`src/rtl/pause_pkg.sv`:
```
package pause_pkg;

  localparam int HDR_BYTES = 18;
  localparam int HDR_BITS  = HDR_BYTES * 8;

  typedef enum logic [1:0] {
    ST_IDLE,
    ST_STOP,
    ST_DONE,
    ST_SEND
  } pause_st_e;

  // Picks byte idx of the header (MSB first); bytes past the header are zero.
  function automatic logic [7:0] hdr_byte(input logic [HDR_BITS-1:0] hdr,
                                          input int unsigned idx);
    logic [HDR_BITS-1:0] sh;
    if (idx >= HDR_BYTES) return 8'h00;
    sh = hdr << (8 * idx);
    return sh[HDR_BITS-1 -: 8];
  endfunction

endpackage

```
`src/rtl/pause_ctrl.sv`:
```
module pause_ctrl
  import pause_pkg::*;
(
  input  logic clk,
  input  logic rst,
  input  logic fdx_en,
  input  logic req_set,
  input  logic tx_idle,
  input  logic frame_end,
  output logic pause_req,
  output logic gts,
  output logic stop_done,
  output logic cap_en,
  output logic start
);

  pause_st_e st;

  assign cap_en = (st == ST_IDLE) && req_set && fdx_en;
  assign start  = (st == ST_DONE);

  always_ff @(posedge clk) begin
    if (rst) begin
      st        <= ST_IDLE;
      pause_req <= 1'b0;
      gts       <= 1'b0;
      stop_done <= 1'b0;
    end else begin
      stop_done <= 1'b0;
      case (st)
        ST_IDLE: if (req_set && fdx_en) begin
          pause_req <= 1'b1;
          gts       <= 1'b1;
          st        <= ST_STOP;
        end
        ST_STOP: if (tx_idle) begin
          stop_done <= 1'b1;
          st        <= ST_DONE;
        end
        ST_DONE: st <= ST_SEND;
        ST_SEND: if (frame_end) begin
          pause_req <= 1'b0;
          gts       <= 1'b0;
          st        <= ST_IDLE;
        end
        default: st <= ST_IDLE;
      endcase
    end
  end

endmodule

```
`src/rtl/pause_cfg_latch.sv`:
```
module pause_cfg_latch #(
  parameter int ADDR_W = 48,
  parameter int DUR_W  = 16
) (
  input  logic              clk,
  input  logic              rst,
  input  logic              cap_en,
  input  logic [ADDR_W-1:0] addr_in,
  input  logic [DUR_W-1:0]  dur_in,
  output logic [ADDR_W-1:0] addr_q,
  output logic [DUR_W-1:0]  dur_q
);

  always_ff @(posedge clk) begin
    if (rst) begin
      addr_q <= '0;
      dur_q  <= '0;
    end else if (cap_en) begin
      addr_q <= addr_in;
      dur_q  <= dur_in;
    end
  end

endmodule

```
`src/rtl/pause_byte_gen.sv`:
```
module pause_byte_gen
  import pause_pkg::*;
#(
  parameter int          FRAME_LEN = 60,
  parameter logic [47:0] DST_ADDR  = 48'h0180_C200_0001,
  parameter logic [15:0] ETYPE     = 16'h8808,
  parameter logic [15:0] OPCODE    = 16'h0001
) (
  input  logic        clk,
  input  logic        rst,
  input  logic        start,
  input  logic [47:0] src_addr,
  input  logic [15:0] quanta,
  input  logic        out_ready,
  output logic [7:0]  out_data,
  output logic        out_valid,
  output logic        out_last,
  output logic        frame_end
);

  localparam int IDX_W = $clog2(FRAME_LEN + 1);
  localparam logic [IDX_W-1:0] LAST_IDX = IDX_W'(FRAME_LEN - 1);

  logic [HDR_BITS-1:0] hdr;
  logic [IDX_W-1:0]    idx;
  logic                take;

  assign hdr       = {DST_ADDR, src_addr, ETYPE, OPCODE, quanta};
  assign take      = out_valid && out_ready;
  assign frame_end = take && out_last;

  always_ff @(posedge clk) begin
    if (rst) begin
      idx       <= '0;
      out_data  <= '0;
      out_valid <= 1'b0;
      out_last  <= 1'b0;
    end else if (start) begin
      out_data  <= hdr_byte(hdr, 0);
      out_valid <= 1'b1;
      out_last  <= (FRAME_LEN == 1);
      idx       <= IDX_W'(1);
    end else if (take) begin
      if (out_last) begin
        out_valid <= 1'b0;
        out_last  <= 1'b0;
        out_data  <= '0;
        idx       <= '0;
      end else begin
        out_data <= hdr_byte(hdr, 32'(idx));
        out_last <= (idx == LAST_IDX);
        idx      <= idx + IDX_W'(1);
      end
    end
  end

endmodule

```
`src/rtl/pause_tx_seq.sv`:
```
module pause_tx_seq #(
  parameter int          FRAME_LEN = 60,
  parameter logic [47:0] DST_ADDR  = 48'h0180_C200_0001,
  parameter logic [15:0] ETYPE     = 16'h8808,
  parameter logic [15:0] OPCODE    = 16'h0001
) (
  input  logic        clk,
  input  logic        rst,
  input  logic        fdx_en,
  input  logic        pause_req_set,
  input  logic        tx_idle,
  input  logic [47:0] station_addr,
  input  logic [15:0] pause_quanta,
  input  logic        out_ready,
  output logic        pause_req,
  output logic        gts,
  output logic        stop_done,
  output logic [7:0]  out_data,
  output logic        out_valid,
  output logic        out_last
);

  logic        cap_en, start, frame_end;
  logic [47:0] sa_q;
  logic [15:0] dur_q;

  pause_ctrl u_ctrl (
    .clk       (clk),
    .rst       (rst),
    .fdx_en    (fdx_en),
    .req_set   (pause_req_set),
    .tx_idle   (tx_idle),
    .frame_end (frame_end),
    .pause_req (pause_req),
    .gts       (gts),
    .stop_done (stop_done),
    .cap_en    (cap_en),
    .start     (start)
  );

  pause_cfg_latch #(.ADDR_W(48), .DUR_W(16)) u_cfg (
    .clk     (clk),
    .rst     (rst),
    .cap_en  (cap_en),
    .addr_in (station_addr),
    .dur_in  (pause_quanta),
    .addr_q  (sa_q),
    .dur_q   (dur_q)
  );

  pause_byte_gen #(
    .FRAME_LEN (FRAME_LEN),
    .DST_ADDR  (DST_ADDR),
    .ETYPE     (ETYPE),
    .OPCODE    (OPCODE)
  ) u_gen (
    .clk       (clk),
    .rst       (rst),
    .start     (start),
    .src_addr  (sa_q),
    .quanta    (dur_q),
    .out_ready (out_ready),
    .out_data  (out_data),
    .out_valid (out_valid),
    .out_last  (out_last),
    .frame_end (frame_end)
  );

endmodule

```
`config.mk`:
```
export PLATFORM = sky130hd
export DESIGN_NAME = pause_tx_seq
export DESIGN_NICKNAME = d
export VERILOG_FILES = /design/src/rtl/pause_pkg.sv /design/src/rtl/pause_ctrl.sv /design/src/rtl/pause_cfg_latch.sv /design/src/rtl/pause_byte_gen.sv /design/src/rtl/pause_tx_seq.sv
export SDC_FILE = /design/constraint.sdc
export NUM_CORES = 1
export LEC_CHECK = 0
export ABC_AREA = 0
export BUFFER_PORTS_ARGS = -buffer_cell sky130_fd_sc_hd__buf_2
export CORE_AREA = 2 2 126 128
export CTS_CLUSTER_DIAMETER = 100
export DETAILED_ROUTE_END_ITERATION = 10
export DIE_AREA = 0 0 128 130
export PLACE_DENSITY = 0.44
export SLEW_MARGIN = 20
export SYNTH_ARGS = -nofsm -noshare
export SYNTH_HDL_FRONTEND = slang
export SYNTH_SLANG_ARGS = --single-unit
```
`constraint.sdc`:
```
create_clock -name clk -period 2.8 [get_ports clk]
set_input_delay 0.14 -clock clk [delete_from_list [all_inputs] [get_ports clk]]
set_output_delay 0.14 -clock clk [all_outputs]
set_load 0.005 [all_outputs]
```
== Yosys cells after proc, flatten, opt, wreduce, memory -nomap -nowiden ==
Cells that the tools add are included.
Operators by class
  add/subtract/negate cells: 1
  bitwise operators: 1
  reductions and logical operators: 14
  muxes and demuxes: 25
  equal/unequal tests: 7
  shift operators: 1
  $lt $le $gt $ge: 1
Operators by type and width (count)
  $shl A137 B9 Y144: 1
  $mux W8: 3
  $mux W1: 16
  $pmux W2 S4: 1
  $add A6 B1 Y6 const B: 1
  $eq A6 B6 Y1 const B: 1
  $ge A6 B5 Y1 const B: 1
  $mux W2: 3
  $mux W6: 1
  $ne A2 B2 Y1 const B: 3
  $reduce_and A3 Y1: 2
  $reduce_bool A2 Y1: 3
  $logic_and A1 B1 Y1: 5
  $eq A2 B2 Y1 const B: 2
  $reduce_or A2 Y1: 2
  $eq A2 B1 Y1 const B: 1
  $logic_not A2 Y1: 1
  $pmux W1 S2: 1
  $reduce_and A2 Y1: 1
  $not A1 Y1: 1
Word-level totals
  register bits: 84
  input bits: 70
  output and inout port bits: 13

== Logic depth before layout (Yosys ltp) ==
  word-level depth: 10
  gate-level depth with buffers: 9

== Modules after synthesis ==
From an unflattened synthesis, not the netlist that was laid out.
Unflattened totals
  cells, all modules: 399
  area, all modules: 3981.3 um^2
By module, submodules not included
  pause_cfg_latch: area each 2290.9 um^2, times used 1, cells each 206
  pause_byte_gen: area each 1408.9 um^2, times used 1, cells each 162
  pause_ctrl: area each 281.5 um^2, times used 1, cells each 31

== Worst setup path after synthesis ==
No wires, ideal clock.
  path type: reg2reg
  start point: reg u_gen.idx[0]
  end point: reg u_gen.out_data[1]
  required time: 2.731 ns
  setup time: 0.069 ns
  clock period less this slack: 2.147 ns
  path slack: 0.653 ns
  cell stages (with the launch flop): 10
  data arrival time: 2.079 ns
  path through: dfxtp_1 -> buf_4 -> buf_6 -> buf_6 -> inv_1 -> ha_1 -> o41a_1 -> nor4_4 -> o21ai_1 -> o21ai_1
Between the ends
  longest elaborated chain between the ends: 8
  elaborated cells between the ends (all ways): 9
  classes of those cells: order compare (1); shift (1); mux (7)
Ends and longest elaborated chain
  start, declared: RTL line pause_byte_gen.sv:25  | logic [IDX_W-1:0] idx;
  start signal, assigned: RTL line pause_byte_gen.sv:52  | idx <= idx + IDX_W'(1);
  $ge A6 B5 Y1: RTL line pause_pkg.sv:17  | if (idx >= HDR_BYTES) return 8'h00;
  $mux W1: RTL line pause_pkg.sv:17
  $mux W1: RTL line pause_byte_gen.sv:44  | if (out_last) begin
  $mux W1: RTL line pause_byte_gen.sv:43  | end else if (take) begin
  $mux W1: RTL line pause_byte_gen.sv:38  | end else if (start) begin
  $mux W1: RTL line pause_byte_gen.sv:33  | if (rst) begin
  $mux W8 (*): RTL line pause_pkg.sv:18  | sh = hdr << (8 * idx);
  $mux W8 (*): RTL line pause_byte_gen.sv:44
  end signal, assigned: RTL line pause_byte_gen.sv:39  | out_data <= hdr_byte(hdr, 0);
  end signal, assigned: RTL line pause_byte_gen.sv:50  | out_data <= hdr_byte(hdr, 32'(idx));
  end, declared: RTL line pause_byte_gen.sv:15  | output logic [7:0] out_data,
Every way passes the cells marked *; elsewhere a longest branch is shown, timed or not. The select of a mux whose other input is x is not followed.
A chain may end at the register's enable or synchronous reset.

== Final worst setup path ==
  start point: reg u_gen.idx[0]
  end point: reg u_gen.out_data[6]
Same word-level chain as after synthesis.

==> impl_results.md <==
* Routed Antenna Nets at 0
* Via/cell ratio at 4.60
* Cell accounting for the most synthesized area: dfxtp_1
* Max cap viols at 0
* Critical Path Fanout Max at 7
* Starting Density at 0.245
* Critical Path AT at 2.26 ns
* Initial antenna violation count at 0
* Synth top area share at 0.445
* Total iterations of the first detailed-routing run at 4
* Die area at 16600 um^2
* Setup TNS at 0 ns
* Hold crit path type: input pin to register
* Via count at 3309
* Outcome: complete, no violations
* Ys async rst share at 0
* Syn Nets at 536
* Detailed Route Iter0 Violations at 192
* Die extent in x at 128 um
* CP Capture Type: register
* Residual DRC count at 0
* Area growth syn-to-layout at 23.0%
* H-Tree Depth at 3
* Syn Std Cell Area at 3780 um^2
* PwrDens at 767 nW/um^2
* Fmax at 0.504 GHz
* CTS tree: yes
* Synthesized netlist cell count at 458
* Area of the multi-input gates at 1910 um^2
* Grt total ovfl at 0
* Worst clock skew at 0.00435 ns
* Critical Setup Path Class: register to register
* Slew Viols, Final at 0
* Final setup margin at 0.818 ns
* Fin crit period at 1.98 ns
* Count leader, synth: nand2_1
* Ys flop type: dfxtp_1
* Clk pin slew, worst setup/hold paths at 0.06 ns
* Worst-margin pin slew at 0.770 ns
* Row count at 46
* Worst endpoint required time at 3.08 ns
* Postcts setup bufs at 0
* Layout Nets at 602
* Storage element area at 1680 um^2
* Clock Sinks at 84
* # setup viols final at 0
* Fin util at 0.301
* First-pass GRT wire length at 16900 um
* Part of the Yosys area used for sequential elements at 0.445
* Maximum clock insertion buffer count at 2
* Post-synth cell types at 52
* Tcrit/Tclk final at 0.708
* CORE AREA at 15400 um^2
* Post-synth EDFFs at 0
* Ant diodes at 0
* Lkg Pwr at 0.00177 uW
* Top post-synthesis cells by area: dfxtp_1 45%, nand2_1 14%, a21oi_1 9.1%
* Post-cts sizing count at 0
* Flop and latch count out of synthesis at 84
* Post-CTS Hold Fix Bufs at 0
* Pre-CTS setup slack at 0.824 ns
* I/O pin cnt at 83
* Total Wirelength at 10600 um
* Clock Latency Late Sink at 0.34 ns
* Worst IR drop on VDD at 0.299 mV
* Wirelength per Cell at 14.7 um
* Port Buf Inserts at 82
* Critical Path Source Type: register
* Fin. Hold Viols at 0
* Root buf cell: clkbuf_16
* # fillers at 1670
* RSZ-0062 raised after global routing: false
* GRT Overall Usage at 0.131
* Yosys warns at 0
* RD Place Congestion at 0.760
* Post-synth top cells: 141 x nand2_1, 84 x dfxtp_1, 69 x a21oi_1
* Die height at 130 um
* Vias in the first global route at 3272
* Syn Area/Cell at 8.24 um^2
* Largest net degree at the start of global routing at 65
* Layout cells sized above 1 at 0.222
* DP Wirelength at 7720 um
* Relative slew slack at 0.486
* CTS buffer count at 9
-- metrics by stage --
step | area [um^2] | cells | total power (uW) | hold slack [ns]
floorplan | 3780 | 458 | 2070 | 0.261
global placement | 4340 | 705 | 2330 | 0.386
detailed placement | 4340 | 705 | 2340 | 0.390
CTS | 4640 | 719 | 3620 | 0.0252
global route | 4640 | 719 | 3770 | 0.0372
finish | 4640 | 719 | 3560 | 0.0349
-- cell type report --
| cell class | count | area share |
|---|---|---|
| sequential | 84 | 0.362 |
| timing repair buffer | 90 | 0.104 |
| clock buffer | 12 | 0.0531 |
| multi-input combinational | 333 | 0.411 |
| clock inverter | 2 | 0.0129 |
| tap | 192 | 0.0517 |
| inverter | 6 | 0.00485 |
-- critical path, stage by stage (launching register included) --
cell and delay (ns):
dfxtp_1 0.52, inv_1 0.13, ha_1 0.24, o41a_1 0.37, nor4_4 0.40, o21ai_1 0.13
o21ai_1 0.14
-- path summary, 6_finish.rpt --
kind	to	startpoint	slack (ns)	cells past startpoint
hold / removal	u_cfg.dur_q[10]$_SDFFE_PP0P_	pause_quanta[10]	0.03	3
hold reg to reg	u_cfg.addr_q[9]$_SDFFE_PP0P_	u_cfg.addr_q[9]$_SDFFE_PP0P_	0.45	2
setup / recovery	u_gen.out_data[6]$_SDFFE_PP0N_	u_gen.idx[0]$_SDFFE_PP0P_	0.82	6
setup reg to reg	u_gen.out_data[6]$_SDFFE_PP0N_	u_gen.idx[0]$_SDFFE_PP0P_	0.82	6
-- registers in the layout (all words and copies together) (netlist names) --
signal,count
u_cfg.addr_q,48
u_cfg.dur_q,16
u_gen.out_data,8
u_gen.idx,6
u_ctrl.st,2
u_ctrl.pause_req,1
u_ctrl.stop_done,1
u_gen.out_last,1
u_gen.out_valid,1
-- placed cells by master, fill, tap and decap left out, drive strengths merged, types with 4 or more instances in the layout --
| cell | count |
|---|---|
| dfxtp | 84 |
| a21oi | 69 |
| mux2i | 14 |
| mux2 | 4 |
| nor3 | 4 |
| a211oi | 4 |
| inv | 6 |
| nor2 | 17 |
| o21ai | 11 |
| nand3 | 7 |
| buf | 90 |
| mux4 | 7 |
| clkbuf | 12 |
| or3 | 4 |
| nand2 | 141 |
| ha | 8 |
-- power breakdown --
| part | total [uW] | switching, uW | internal, uW | leakage (uW) |
|---|---|---|---|---|
| combinational | 851 | 485 | 365 | 0.000942 |
| clock | 1260 | 463 | 796 | 0.000149 |
| sequential | 1450 | 108 | 1340 | 0.000683 |
| total | 3560 | 1060 | 2500 | 0.00177 |
-- cells by family after synthesis --
logic type | synth area share
compound gates | 0.167
xor+xnor | 0.00696
fa+ha+maj | 0.0265
buf+inv | 0.0504
flops | 0.445
mux | 0.0908
simple gates | 0.213
-- metal layers --
| layer | up-vias | global-route usage | wire length [um] |
|---|---|---|---|
| li1 | 1703 | - | - |
| met1 | 1525 | 0.170 | 5040 |
| met2 | 67 | 0.214 | 4920 |
| met3 | 14 | 0.0299 | 429 |
| met4 | 0 | 0.0511 | 190 |
| met5 | - | 0 | 0 |
No activity file was read; power rests on OpenSTA's default activity.
